### config.mk
export PLATFORM = sky130hd
export DESIGN_NAME = pic_cmd_decoder
export DESIGN_NICKNAME = d
export VERILOG_FILES = /design/src/rtl/pic_cmd_pkg.sv /design/src/rtl/pic_cmd_classify.sv /design/src/rtl/pic_cmd_init_seq.sv /design/src/rtl/pic_cmd_ocw.sv /design/src/rtl/pic_cmd_decoder.sv
export SDC_FILE = /design/constraint.sdc
export NUM_CORES = 1
export LEC_CHECK = 0
export BUFFER_PORTS_ARGS = -buffer_cell sky130_fd_sc_hd__buf_2
export CAP_MARGIN = 25
export CORE_ASPECT_RATIO = 1.1
export CORE_MARGIN = 4
export CORE_UTILIZATION = 50
export DETAILED_ROUTE_END_ITERATION = 12
export PLACE_DENSITY = 0.83
export SLEW_MARGIN = 20
export SYNTH_ARGS = -nofsm -noshare
export SYNTH_HDL_FRONTEND = slang
export SYNTH_SLANG_ARGS = --single-unit
### constraint.sdc
create_clock -name clk -period 3.9 [get_ports clk]
set_input_delay 0.585 -clock clk [delete_from_list [all_inputs] [get_ports clk]]
set_output_delay 0.585 -clock clk [all_outputs]
set_load 0.02 [all_outputs]
### src/rtl/pic_cmd_pkg.sv
package pic_cmd_pkg;
  typedef enum logic [1:0] {
    ST_READY = 2'd0,
    ST_ICW2  = 2'd1,
    ST_ICW3  = 2'd2,
    ST_ICW4  = 2'd3
  } init_st_e;

  // End/rotate command code, taken from data[7:5]
  typedef enum logic [2:0] {
    OP_ROT_CLR    = 3'd0,
    OP_EOI_NS     = 3'd1,
    OP_NOP        = 3'd2,
    OP_EOI_SP     = 3'd3,
    OP_ROT_SET    = 3'd4,
    OP_EOI_NS_ROT = 3'd5,
    OP_SET_PRIO   = 3'd6,
    OP_EOI_SP_ROT = 3'd7
  } ocw2_op_e;

  typedef enum logic [2:0] {
    WK_NONE,
    WK_START,
    WK_INIT_DATA,
    WK_MASK,
    WK_ENDROT,
    WK_STATUS
  } wr_kind_e;
endpackage

### src/rtl/pic_cmd_classify.sv
module pic_cmd_classify
  import pic_cmd_pkg::*;
(
  input  logic     fire,
  input  logic     a0,
  input  logic     bit4,
  input  logic     bit3,
  input  logic     busy,
  output wr_kind_e kind
);
  always_comb begin
    if (!fire)     kind = WK_NONE;
    else if (a0)   kind = busy ? WK_INIT_DATA : WK_MASK;
    else if (bit4) kind = WK_START;
    else if (bit3) kind = WK_STATUS;
    else           kind = WK_ENDROT;
  end
endmodule

### src/rtl/pic_cmd_init_seq.sv
module pic_cmd_init_seq
  import pic_cmd_pkg::*;
#(
  parameter int DW    = 8,
  parameter int LVL_W = 3
) (
  input  logic          clk,
  input  logic          rst_n,
  input  wr_kind_e      kind,
  input  logic [DW-1:0] d,
  output init_st_e      st,
  output logic          busy,
  output logic [DW-1:0] vec_base,
  output logic          single_mode,
  output logic          auto_eoi,
  output logic          nested_mode,
  output logic          init_start,
  output logic          level_err
);
  localparam logic [DW-1:0] LVL_MASK = DW'((1 << LVL_W) - 1);

  logic need4;

  always_ff @(posedge clk) begin
    if (!rst_n) begin
      st          <= ST_READY;
      need4       <= 1'b0;
      single_mode <= 1'b0;
      vec_base    <= '0;
      auto_eoi    <= 1'b0;
      nested_mode <= 1'b0;
      init_start  <= 1'b0;
      level_err   <= 1'b0;
    end else begin
      init_start <= 1'b0;
      level_err  <= 1'b0;
      if (kind == WK_START) begin
        st          <= ST_ICW2;
        single_mode <= d[1];
        need4       <= d[0];
        auto_eoi    <= 1'b0;
        nested_mode <= 1'b0;
        init_start  <= 1'b1;
        level_err   <= d[3];
      end else if (kind == WK_INIT_DATA) begin
        unique case (st)
          ST_ICW2: begin
            vec_base <= d & ~LVL_MASK;
            if (!single_mode) st <= ST_ICW3;
            else              st <= need4 ? ST_ICW4 : ST_READY;
          end
          ST_ICW3: st <= need4 ? ST_ICW4 : ST_READY;
          ST_ICW4: begin
            nested_mode <= d[4];
            auto_eoi    <= d[1];
            st          <= ST_READY;
          end
          default: st <= ST_READY;
        endcase
      end
    end
  end

  assign busy = (st != ST_READY);
endmodule

### src/rtl/pic_cmd_ocw.sv
module pic_cmd_ocw
  import pic_cmd_pkg::*;
#(
  parameter int DW    = 8,
  parameter int LVL_W = 3
) (
  input  logic             clk,
  input  logic             rst_n,
  input  wr_kind_e         kind,
  input  logic [DW-1:0]    d,
  input  logic             poll_ack,
  output logic [DW-1:0]    imr,
  output logic             rot_on_aeoi,
  output logic             special_mask,
  output logic             read_isr,
  output logic             poll_mode,
  output logic             eoi_ns,
  output logic             eoi_sp,
  output logic             eoi_rotate,
  output logic [LVL_W-1:0] eoi_level,
  output logic             base_load,
  output logic [LVL_W-1:0] base_val
);
  ocw2_op_e          op;
  logic [LVL_W-1:0]  lvl;
  logic [LVL_W-1:0]  lvl_next;

  assign op       = ocw2_op_e'(d[7:5]);
  assign lvl      = d[LVL_W-1:0];
  assign lvl_next = lvl + LVL_W'(1);

  always_ff @(posedge clk) begin
    if (!rst_n) begin
      imr          <= '0;
      rot_on_aeoi  <= 1'b0;
      special_mask <= 1'b0;
      read_isr     <= 1'b0;
      poll_mode    <= 1'b0;
      eoi_ns       <= 1'b0;
      eoi_sp       <= 1'b0;
      eoi_rotate   <= 1'b0;
      eoi_level    <= '0;
      base_load    <= 1'b0;
      base_val     <= '0;
    end else begin
      eoi_ns     <= 1'b0;
      eoi_sp     <= 1'b0;
      eoi_rotate <= 1'b0;
      base_load  <= 1'b0;
      if (poll_ack) poll_mode <= 1'b0;
      unique case (kind)
        WK_START: begin
          imr          <= '0;
          rot_on_aeoi  <= 1'b0;
          special_mask <= 1'b0;
          read_isr     <= 1'b0;
          poll_mode    <= 1'b0;
          base_load    <= 1'b1;
          base_val     <= '0;
        end
        WK_MASK: imr <= d;
        WK_STATUS: begin
          if (d[2]) poll_mode    <= 1'b1;
          if (d[1]) read_isr     <= d[0];
          if (d[6]) special_mask <= d[5];
        end
        WK_ENDROT: begin
          unique case (op)
            OP_ROT_CLR: rot_on_aeoi <= 1'b0;
            OP_ROT_SET: rot_on_aeoi <= 1'b1;
            OP_EOI_NS:  eoi_ns      <= 1'b1;
            OP_EOI_NS_ROT: begin
              eoi_ns     <= 1'b1;
              eoi_rotate <= 1'b1;
            end
            OP_EOI_SP: begin
              eoi_sp    <= 1'b1;
              eoi_level <= lvl;
            end
            OP_EOI_SP_ROT: begin
              eoi_sp    <= 1'b1;
              eoi_level <= lvl;
              base_load <= 1'b1;
              base_val  <= lvl_next;
            end
            OP_SET_PRIO: begin
              base_load <= 1'b1;
              base_val  <= lvl_next;
            end
            default: ;
          endcase
        end
        default: ;
      endcase
    end
  end
endmodule

### src/rtl/pic_cmd_decoder.sv
module pic_cmd_decoder
  import pic_cmd_pkg::*;
#(
  parameter int N_LINES = 8
) (
  input  logic       clk,
  input  logic       rst_n,
  input  logic       wr_valid,
  output logic       wr_ready,
  input  logic       wr_a0,
  input  logic [7:0] wr_data,
  input  logic       rd_en,
  input  logic       rd_a0,
  output logic [7:0] rd_data,
  input  logic [7:0] irr_in,
  input  logic [7:0] isr_in,
  output logic [7:0] imr,
  output logic [7:0] vec_base,
  output logic       init_busy,
  output logic       single_mode,
  output logic       auto_eoi,
  output logic       rot_on_aeoi,
  output logic       nested_mode,
  output logic       special_mask,
  output logic       read_isr,
  output logic       poll_mode,
  output logic       init_start,
  output logic       level_err,
  output logic       eoi_ns,
  output logic       eoi_sp,
  output logic       eoi_rotate,
  output logic [2:0] eoi_level,
  output logic       base_load,
  output logic [2:0] base_val
);
  // Command bit positions assume one data bit per request line (8).
  localparam int DW    = N_LINES;
  localparam int LVL_W = $clog2(N_LINES);

  wr_kind_e kind;
  init_st_e seq_st;
  logic     fire;
  logic     poll_ack;

  assign wr_ready = 1'b1;
  assign fire     = wr_valid & wr_ready;
  assign poll_ack = rd_en & ~rd_a0;

  pic_cmd_classify u_cls (
    .fire (fire),
    .a0   (wr_a0),
    .bit4 (wr_data[4]),
    .bit3 (wr_data[3]),
    .busy (init_busy),
    .kind (kind)
  );

  pic_cmd_init_seq #(.DW(DW), .LVL_W(LVL_W)) u_seq (
    .clk         (clk),
    .rst_n       (rst_n),
    .kind        (kind),
    .d           (wr_data),
    .st          (seq_st),
    .busy        (init_busy),
    .vec_base    (vec_base),
    .single_mode (single_mode),
    .auto_eoi    (auto_eoi),
    .nested_mode (nested_mode),
    .init_start  (init_start),
    .level_err   (level_err)
  );

  pic_cmd_ocw #(.DW(DW), .LVL_W(LVL_W)) u_ocw (
    .clk          (clk),
    .rst_n        (rst_n),
    .kind         (kind),
    .d            (wr_data),
    .poll_ack     (poll_ack),
    .imr          (imr),
    .rot_on_aeoi  (rot_on_aeoi),
    .special_mask (special_mask),
    .read_isr     (read_isr),
    .poll_mode    (poll_mode),
    .eoi_ns       (eoi_ns),
    .eoi_sp       (eoi_sp),
    .eoi_rotate   (eoi_rotate),
    .eoi_level    (eoi_level),
    .base_load    (base_load),
    .base_val     (base_val)
  );

  always_comb begin
    if (rd_a0)         rd_data = imr;
    else if (read_isr) rd_data = isr_in;
    else               rd_data = irr_in;
  end
endmodule

==> summary.md, run 1 <==
| Metric | Value |
|---|---|
| Status | `finished clean` |
| Synth top area share | `41.5%` |
| Data required, critical path | `3310 ps` |
| Worst setup SP type | `flop` |
| IO Count | `75` |
| Async S/R FF share, synth | `0%` |
| DP HPWL | `2970 um` |
| F_max | `477 MHz` |
| Die ar. | `4370 um^2` |
| H-tree depth | `2` |
| WL final | `3860 um` |
| Setup CP Type | `flop to output pin` |
| Largest net degree at the start of global routing | `30` |
| Clock latency on the worst-skew pair | `340 ps` |
| Site Rows | `21` |
| Unrepaired setup endpoints after global routing | `false` |
| Hold-fix buffers at CTS | `0` |
| PwrDens | `324 nW/um^2` |
| Final worst path period need | `2100 ps` |
| Overflow left after global routing | `0` |
| Layout Utilization | `64.9%` |
| Area of the core | `3150 um^2` |
| CTS tree | `done` |
| Yosys reg bits | `35` |
| Vias in the first global route | `1358` |
| Final setup fails | `0` |
| Comb pwr share | `16.0%` |
| VDD IR max | `0.000147 V` |
| GRT Total Usage | `18.7%` |
| TritonCTS Sinks | `35` |
| Synth cell count leaders | `35 x dfxtp_1, 28 x nand2_1, 19 x mux2i_1, 15 x nand3_1, 14 x o21ai_0` |
| Part of the power in registers | `56.0%` |
| DR vias/cell | `5.27` |
| Gpl congestion | `0.765` |
| Post CTS Setup Buffer Count | `0` |
| Syn_area_per_cell | `9.22 um^2` |
| # diodes | `0` |
| First-pass GRT wire length | `6200 um` |
| Post-CTS Resized | `0` |
| Post-synthesis cell area | `1690 um^2` |
| Initial antenna violation count | `0` |
| Clock Tree Root | `clkbuf_4` |
| Via count | `1482` |
| Mapped Cells | `183` |
| Area leader, netlist | `dfxtp_1` |
| Post-synthesis sequential area ratio | `41.5%` |
| Chip height | `68.9 um` |
| Main synth FF type | `dfxtp_1` |
| Top cells by area, synth | `dfxtp_1 42%, mux2i_1 11%, nand2_1 6.2%` |
| Top-count cell post-synth | `dfxtp_1` |
| Pwr Total | `0.662 mW` |
| Fin. Hold Viols | `0` |
| Register area | `701 um^2` |
| Hold crit path type | `flop to flop` |
| Int Power | `0.474 mW` |
| Clock slew at reported path FFs | `100 ps` |
| Lkg Pwr | `0.992 nW` |
| Critical Path AT | `1510 ps` |
| Share of cells above drive strength 1 | `34.0%` |
| Slew HR | `65.7%` |
| Fillers | `277` |
| DRC | `0` |
| Maximum clock path buffer count | `2` |
| Drt first-iter violations | `43` |
| Clock power share | `28.0%` |
| MaxCap Viol Count | `0` |
| Post-synth EDFFs | `0` |
| Worst hold margin | `458 ps` |
| 1st-pass router iterations | `5` |
| Starting Density | `53.5%` |
| Sw frac | `28.4%` |
| DIE WIDTH | `63.4 um` |
| Worst-margin pin slew | `513 ps` |
| TritonCTS Buffers | `5` |
| Final Cycle Share | `53.8%` |
| Yosys warns | `0` |
| Setup crit end kind | `output pin` |
| Final ANT Viol Nets | `0` |
| Distinct cells, synth | `37` |
| Critical-path maximum fanout | `10` |
| Psw | `0.188 mW` |
| Port Buf Inserts | `70` |
| # nets final | `281` |
| Area taken by multi-input logic gates | `880 um^2` |
| Clock skew | `5.74 ps` |
| Slew Limit Fails | `0` |
| Routed WL per cell | `13.7 um` |
| Area delta synth->final | `21.3%` |
| Setup TNS | `0 ps` |
[flip-flops by register name, summed over array words and instances, names as in the netlist, 2 cells and up]
register / count
u_ocw.base_val: 3
u_ocw.eoi_level: 3
u_ocw.imr: 8
u_seq.st: 2
u_seq.vec_base: 5
[stage by stage]
| step | instance area, um^2 | std cells | worst slack (ps) |
|---|---|---|---|
| finish | 2050 | 281 | 1800 |
| floorplan | 1690 | 185 | 2050 |
| CTS | 2050 | 281 | 1780 |
| detailed placement | 2000 | 273 | 1990 |
| global route | 2050 | 281 | 1670 |
| global placement | 2000 | 273 | 2040 |
[layer usage]
| layer | GRT usage, % | part of all wire, % | up-vias |
|---|---|---|---|
| met5 | 0 | 0 | - |
| met4 | 8.09 | 1.7 | 0 |
| met3 | 8.43 | 9.7 | 6 |
| met1 | 21.3 | 42 | 659 |
| li1 | - | - | 757 |
| met2 | 30.5 | 46 | 60 |
[layout by cell type, fill, tap and decap left out, types with 4 or more instances in the layout]
cell / n
buf_2: 70
dfxtp_1: 35
nand2_1: 28
mux2i_1: 19
nand3_1: 15
o21ai_0: 14
a22o_1: 7
inv_1: 6
a21oi_1: 6
nor2_1: 5
ha_1: 5
clkbuf_4: 5
conb_1: 4
[power groups by stage]
stage | combinational (mW) | sequential (mW) | clock [mW]
2_1_floorplan | 0.0630 | 0.386 | 0
3_3_place_gp | 0.104 | 0.379 | 0
3_5_place_dp | 0.106 | 0.379 | 0
4_1_cts | 0.106 | 0.371 | 0.189
5_1_grt | 0.116 | 0.372 | 0.208
6_report | 0.106 | 0.371 | 0.185
[area by class of cell]
cell class                      count  share of cell area (%)
Inverter                            6                    1.10
Timing Repair Buffer               70                    17.1
Clock inverter                      1                   0.245
Sequential cell                    35                    34.3
Tap cell                           34                    2.08
Clock buffer                        7                    2.20
Multi-Input combinational cell    128                    43.0
[path summary, 6_finish.rpt]
check | start | end | slack [ps] | depth (start not counted)
worst min-delay path | u_seq.nested_mode$_SDFFE_PP0P_ | u_seq.nested_mode$_SDFFE_PP0P_ | 460 | 2
worst max-delay path | u_ocw.read_isr$_SDFFE_PN0P_ | rd_data[5] | 1800 | 3
worst max register to register | u_seq.st[0]$_SDFFE_PN0P_ | u_ocw.imr[5]$_SDFFE_PN0P_ | 2420 | 5
worst min register to register | u_seq.nested_mode$_SDFFE_PP0P_ | u_seq.nested_mode$_SDFFE_PP0P_ | 460 | 2
[logic make-up (layout without fill, tap and decap cells)]
group                    after synthesis  in the layout  synth area share, %
buffers and inverters                 22             84                 6.75
AND/OR/NAND/NOR                       65             65                 21.8
multiplexers                          20             20                 12.2
other                                  2              4                0.445
AO/OA/AOI/OAI                         33             33                 13.1
XOR/XNOR                               1              1                0.519
adder cells (fa/ha/maj)                5              5                 3.71
flip-flops                            35             35                 41.5
[worst max-delay path, cell delays in order, from the launching register on]
cell and delay, ps:
dfxtp_1 650, mux2i_1 260, o21ai_0 90, buf_2 170
Power figures use the tool's default switching activity.
==> inputs of run 2 (changes only) <==
--- a/config.mk
+++ b/config.mk
@@ -9,9 +9,9 @@
 export CAP_MARGIN = 25
 export CORE_ASPECT_RATIO = 1.1
 export CORE_MARGIN = 4
-export CORE_UTILIZATION = 50
+export CORE_UTILIZATION = 46
 export DETAILED_ROUTE_END_ITERATION = 12
-export PLACE_DENSITY = 0.83
+export PLACE_DENSITY = 0.77
 export SLEW_MARGIN = 20
 export SYNTH_ARGS = -nofsm -noshare
 export SYNTH_HDL_FRONTEND = slang
==> constraint.sdc (replaced) <==
create_clock -name clk -period 2 [get_ports clk]
set_input_delay 0.3 -clock clk [delete_from_list [all_inputs] [get_ports clk]]
set_output_delay 0.3 -clock clk [all_outputs]
set_load 0.02 [all_outputs]
==> summary.md, run 2 (synthesized netlist as in run 1, its figures left out) <==
| Metric | Value |
|---|---|
| Chip height | `71.5 um` |
| Max reg flops | `8` |
| Overflow left after global routing | `0` |
| GRT Total Usage | `18.0%` |
| Critical-path maximum fanout | `10` |
| Clock latency on the worst-skew pair | `330 ps` |
| Clock Tree Root | `clkbuf_4` |
| Routed WL per cell | `13.9 um` |
| Worst-margin pin slew | `525 ps` |
| Clock slew at reported path FFs | `100 ps` |
| Site Rows | `22` |
| Largest regs | `u_ocw.imr x8, u_seq.vec_base x5` |
| Finished Layout Cells | `295` |
| DRC | `0` |
| Maximum clock path buffer count | `2` |
| F_max | `558 MHz` |
| Post-CTS Resized | `0` |
| Setup TNS | `0 ps` |
| Part of the power in registers | `55.0%` |
| Share of cells above drive strength 1 | `34.8%` |
| MaxCap Viol Count | `0` |
| Unrepaired setup endpoints after global routing | `false` |
| Psw | `0.361 mW` |
| Biggest register | `u_ocw.imr` |
| Slew HR | `64.9%` |
| Comb pwr share | `16.0%` |
| WL final | `4110 um` |
| Final Cycle Share | `89.7%` |
| 1st-pass router iterations | `4` |
| Final setup fails | `0` |
| # diodes | `0` |
| PwrDens | `633 nW/um^2` |
| Die ar. | `4700 um^2` |
| Sw frac | `27.5%` |
| Fillers | `298` |
| Slew Limit Fails | `0` |
| Fin. Hold Viols | `0` |
| TritonCTS Buffers | `5` |
| Final ANT Viol Nets | `0` |
| Int Power | `0.953 mW` |
| Port Buf Inserts | `70` |
| R2r setup slk | `480 ps` |
| Clock skew | `6.90 ps` |
| DR vias/cell | `5.13` |
| DIE WIDTH | `65.7 um` |
| DP HPWL | `3120 um` |
| Status | `finished clean` |
| Most frequent cells in the layout | `70 x buf_2, 35 x dfxtp_1, 28 x nand2_1` |
| Data required, critical path | `1700 ps` |
| Critical Path AT | `1490 ps` |
| Worst setup SP type | `flop` |
| Starting Density | `49.0%` |
| Clock power share | `29.0%` |
| VDD IR max | `0.000282 V` |
| Via count | `1514` |
| CTS tree | `done` |
| # nets final | `282` |
| First-pass GRT wire length | `6560 um` |
| Hold crit path type | `input port to flop` |
| Lkg Pwr | `1.00 nW` |
| Placed cell count | `288` |
| Vias in the first global route | `1417` |
| Hold-fix buffers at CTS | `0` |
| Gpl congestion | `0.769` |
| Final worst path period need | `1790 ps` |
| Commonest non-fill, non-tap cell in the layout | `buf_2` |
| Largest net degree at the start of global routing | `28` |
| Area delta synth->final | `23.1%` |
| H-tree depth | `2` |
| Drt first-iter violations | `42` |
| Post CTS Setup Buffer Count | `0` |
| Area of the core | `3440 um^2` |
| Initial antenna violation count | `0` |
| TritonCTS Sinks | `35` |
| IO Count | `75` |
| Setup CP Type | `flop to output pin` |
| Setup crit end kind | `output pin` |
| Pwr Total | `1.31 mW` |
run 2: metal layers:
layer,global-route usage [%],up-vias,part of all wire [%]
met4,7.60,0,1.7
met1,21.0,681,42
met5,0,-,0
met2,28.7,66,46
met3,7.37,7,11
li1,-,760,-
run 2: stage by stage:
stage / worst slack, ps / hold WS, ps / cell area (um^2) / util (%)
after global routing: 64.6 / 242 / 2080 / 60.4
after detailed placement: 511 / 450 / 2020 / 58.7
after global placement: 559 / 444 / 2020 / 58.7
after CTS: 183 / 241 / 2080 / 60.4
final: 207 / 249 / 2080 / 60.4
after floorplan: 433 / 374 / 1690 / -
run 2: layout make-up:
type / instances / area [um^2] / share of cell area [%]
Clock buffer: 6 / 51.3 / 2.47
Clock inverter: 1 / 5.00 / 0.241
Inverter: 6 / 22.5 / 1.08
Multi-Input combinational cell: 128 / 880 / 42.3
Sequential cell: 35 / 701 / 33.7
Tap cell: 48 / 60.1 / 2.89
Timing Repair Buffer: 71 / 358 / 17.2
run 2: power groups by stage:
stage,Sequential (mW),Clock [mW],Combinational (mW)
5_1_grt,0.725,0.426,0.230
2_1_floorplan,0.752,0,0.123
4_1_cts,0.723,0.393,0.211
3_5_place_dp,0.739,0,0.210
6_report,0.723,0.381,0.210
3_3_place_gp,0.739,0,0.206
run 2: path summary, 6_finish.rpt:
| kind | startpoint | endpoint | cells after the start |
|---|---|---|---|
| setup / recovery | u_ocw.read_isr$_SDFFE_PN0P_ | rd_data[5] | 3 |
| hold / removal | wr_data[5] | u_seq.vec_base[5]$_SDFFE_PN0P_ | 3 |
| setup reg to reg | u_seq.st[0]$_SDFFE_PN0P_ | u_ocw.imr[5]$_SDFFE_PN0P_ | 5 |
| hold reg to reg | u_seq.auto_eoi$_SDFFE_PP0P_ | u_seq.auto_eoi$_SDFFE_PP0P_ | 2 |
run 2: worst max-delay path, cell delays in order (launching register included):
cell and delay, ps:
dfxtp_1 660, mux2i_1 240, o21ai_0 90, buf_2 170
==> inputs of run 3 (changes only) <==
--- a/config.mk
+++ b/config.mk
@@ -9,10 +9,12 @@
 export CAP_MARGIN = 25
 export CORE_ASPECT_RATIO = 1.1
 export CORE_MARGIN = 4
-export CORE_UTILIZATION = 46
+export CORE_UTILIZATION = 48
 export DETAILED_ROUTE_END_ITERATION = 12
-export PLACE_DENSITY = 0.77
+export GPL_TIMING_DRIVEN = 0
+export PLACE_DENSITY = 0.79
 export SLEW_MARGIN = 20
 export SYNTH_ARGS = -nofsm -noshare
 export SYNTH_HDL_FRONTEND = slang
+export SYNTH_HIERARCHICAL = 1
 export SYNTH_SLANG_ARGS = --single-unit
==> summary.md, run 3 <==
| Metric | Value |
|---|---|
| Status | `finished clean` |
| Setup CP Type | `flop to flop` |
| Setup crit end kind | `flop` |
| Slew Limit Fails | `0` |
| Site Rows | `23` |
| Clock skew | `4.29 ps` |
| Drt first-iter violations | `37` |
| Crit-path cells | `inv_1 -> ha_1 -> inv_1 -> nand2_1 -> o311a_2 -> nor3b_4 -> and2_2 -> a211o_1` |
| DIE WIDTH | `66.6 um` |
| Reg-to-Reg Start | `u_seq/st[1]$_SDFFE_PP0N_` |
| Final worst path period need | `1800 ps` |
| Yosys reg bits | `35` |
| VDD IR max | `0.000442 V` |
| Port Buf Inserts | `70` |
| DR vias/cell | `5.02` |
| Hold Path Sink | `u_ocw/base_val[0]$_SDFFE_PN0P_` |
| Routed WL per cell | `13.2 um` |
| Largest regs | `u_ocw/imr x8, u_seq/vec_base x5` |
| Final setup fails | `0` |
| IO Count | `75` |
| Slowest-stage cell, CP | `dfxtp_1` |
| WL final | `4350 um` |
| Post CTS Setup Buffer Count | `0` |
| Clock Tree Root | `clkbuf_8` |
| R2r setup slk | `200 ps` |
| Hold crit path type | `input port to flop` |
| Largest net degree at the start of global routing | `13` |
| Lkg Pwr | `1.05 nW` |
| Area delta synth->final | `28.2%` |
| TritonCTS Buffers | `5` |
| Distinct cells, synth | `45` |
| Synth top area share | `38.6%` |
| HP Start | `wr_data[0]` |
| Max reg flops | `8` |
| Main synth FF type | `dfxtp_1` |
| Clock latency on the worst-skew pair | `280 ps` |
| Final ANT Viol Nets | `0` |
| Starting Density | `49.6%` |
| Post-synthesis sequential area ratio | `38.6%` |
| FF-to-FF path depth | `8` |
| Final Cycle Share | `90.1%` |
| First-pass GRT wire length | `7000 um` |
| Overflow left after global routing | `0` |
| Most frequent cells in the layout | `73 x buf_2, 35 x dfxtp_1, 33 x nand2_1` |
| Area leader, netlist | `dfxtp_1` |
| Slew HR | `61.5%` |
| Initial antenna violation count | `0` |
| Most used cell, CP | `inv_1` |
| MaxCap Viol Count | `0` |
| Maximum clock path buffer count | `2` |
| Post-synth EDFFs | `0` |
| Chip height | `72.5 um` |
| Via count | `1656` |
| Gpl congestion | `0.870` |
| Area of the core | `3650 um^2` |
| Critical Path AT | `1980 ps` |
| Die ar. | `4830 um^2` |
| 1st-pass router iterations | `4` |
| CP top delay family | `simple AND/OR/NAND/NOR gates` |
| Commonest non-fill, non-tap cell in the layout | `buf_2` |
| Unrepaired setup endpoints after global routing | `false` |
| PwrDens | `640 nW/um^2` |
| Worst setup SP type | `flop` |
| Top-count cell post-synth | `dfxtp_1` |
| Syn_area_per_cell | `9.07 um^2` |
| Biggest register | `u_ocw/imr` |
| Crit path largest cell delay | `400 ps` |
| Post-route setup slack | `198 ps` |
| Placed cell count | `322` |
| Bufs and invs on worst path | `2` |
| Async S/R FF share, synth | `0%` |
| Yosys warns | `6` |
| # diodes | `0` |
| DRC | `0` |
| Hold path cells | `2` |
| Hold-fix buffers at CTS | `0` |
| Worst-margin pin slew | `576 ps` |
| Fin. Hold Viols | `0` |
| H-tree depth | `2` |
| Synth cell count leaders | `35 x dfxtp_1, 33 x nand2_1, 16 x mux2i_1, 15 x nand3_1, 9 x a21boi_1` |
| Top cells by area, synth | `dfxtp_1 39%, mux2i_1 8.8%, nand2_1 6.8%` |
| F_max | `555 MHz` |
| Clock slew at reported path FFs | `70 ps` |
| Vias in the first global route | `1555` |
| Finished Layout Cells | `330` |
| Critical-path maximum fanout | `12` |
| TritonCTS Sinks | `35` |
| RR Endpoint | `u_seq/st[0]$_SDFFE_PN0P_` |
| CTS tree | `done` |
| Fillers | `329` |
| Post-synthesis cell area | `1810 um^2` |
| GRT Total Usage | `18.6%` |
| Mapped Cells | `200` |
| Data required, critical path | `2180 ps` |
| Pwr Total | `1.49 mW` |
| Dpl ws | `-336 ps` |
| # nets final | `314` |
| Share of cells above drive strength 1 | `38.9%` |
| DP HPWL | `3320 um` |
==> run 3: cell types whose count changed after synthesis, sizes merged, moves of 4 or more <==
cell / previous run / this run
a21boi: 0 / 10
a22o: 7 / 0
a21oi: 7 / 3
nand2: 28 / 33
==> run 3: through the flow <==
step | hold WS [ps] | TNS, ps | cell area (um^2) | util (%)
floorplan | 415 | 0 | 1820 | -
global placement | 443 | -4070 | 2230 | 61.1
detailed placement | 453 | -4730 | 2230 | 61.1
CTS | 314 | 0 | 2320 | 63.6
global route | 320 | 0 | 2330 | 63.6
finish | 326 | 0 | 2330 | 63.6
==> run 3: cell families after synthesis <==
group	after synthesis	synth area share (%)
xor gates and xnor gates	1	0.483
muxes	16	8.83
and+or+nand+nor	85	26.8
adders and majority gates	5	3.45
AOI/OAI and AO/OA	37	14.8
buffers and inverters	19	6.62
DFF	35	38.6
other	2	0.414
==> run 3: what timing repair did <==
item	CTS	global route
hold endpoints to repair	0	0
setup endpoints to repair	4	25
gates resized for setup	1	1
==> run 3: report_power, final <==
group | switching (mW) | internal (mW)
Combinational | 0.162 | 0.111
Sequential | 0.0113 | 0.714
Clock | 0.247 | 0.243
Total | 0.420 | 1.07
==> run 3: worst max path at each step <==
stage / from / endpoint / cells past startpoint / slack [ps]
2_1_floorplan: u_seq/st[0]$_SDFFE_PN0P_ / u_seq/st[0]$_SDFFE_PN0P_ / 8 / 150
3_3_place_gp: wr_data[4] / u_ocw/base_load$_SDFF_PN0_ / 7 / -320
4_1_cts: u_seq/st[1]$_SDFFE_PP0N_ / u_seq/single_mode$_SDFFE_PN0P_ / 8 / 20
5_1_grt: u_seq/st[1]$_SDFFE_PP0N_ / u_seq/st[0]$_SDFFE_PN0P_ / 8 / 60
6_report: u_seq/st[1]$_SDFFE_PP0N_ / u_seq/st[0]$_SDFFE_PN0P_ / 8 / 200
3_5_place_dp: wr_data[4] / u_ocw/base_load$_SDFF_PN0_ / 7 / -340
==> run 3: worst register-to-register path, stage by stage (launching register included) <==
cell	delay [ps]
dfxtp_1	400
inv_1	90
ha_1	190
inv_1	60
nand2_1	50
o311a_2	230
nor3b_4	220
and2_2	240
a211o_1	220
==> run 3: layout make-up <==
type | instances | area [um^2] | area share, %
Multi-Input combinational cell | 148 | 1010 | 43.3
Clock buffer | 6 | 72.6 | 3.12
Sequential cell | 35 | 701 | 30.1
Clock inverter | 2 | 12.5 | 0.538
Tap cell | 50 | 62.6 | 2.69
Timing Repair Buffer | 70 | 350 | 15.1
Inverter | 4 | 15.0 | 0.646
Buffer | 15 | 105 | 4.52
==> run 3: per-layer routing <==
| layer | wire [um] | vias to the layer above | part of all wire (%) | global-route usage, % |
|---|---|---|---|---|
| li1 | - | 844 | - | - |
| met4 | 9 | 0 | 0.21 | 6.55 |
| met2 | 2130 | 56 | 49 | 32.3 |
| met1 | 1840 | 754 | 42 | 21.7 |
| met5 | 0 | - | 0 | 0 |
| met3 | 368 | 2 | 8.5 | 5.26 |
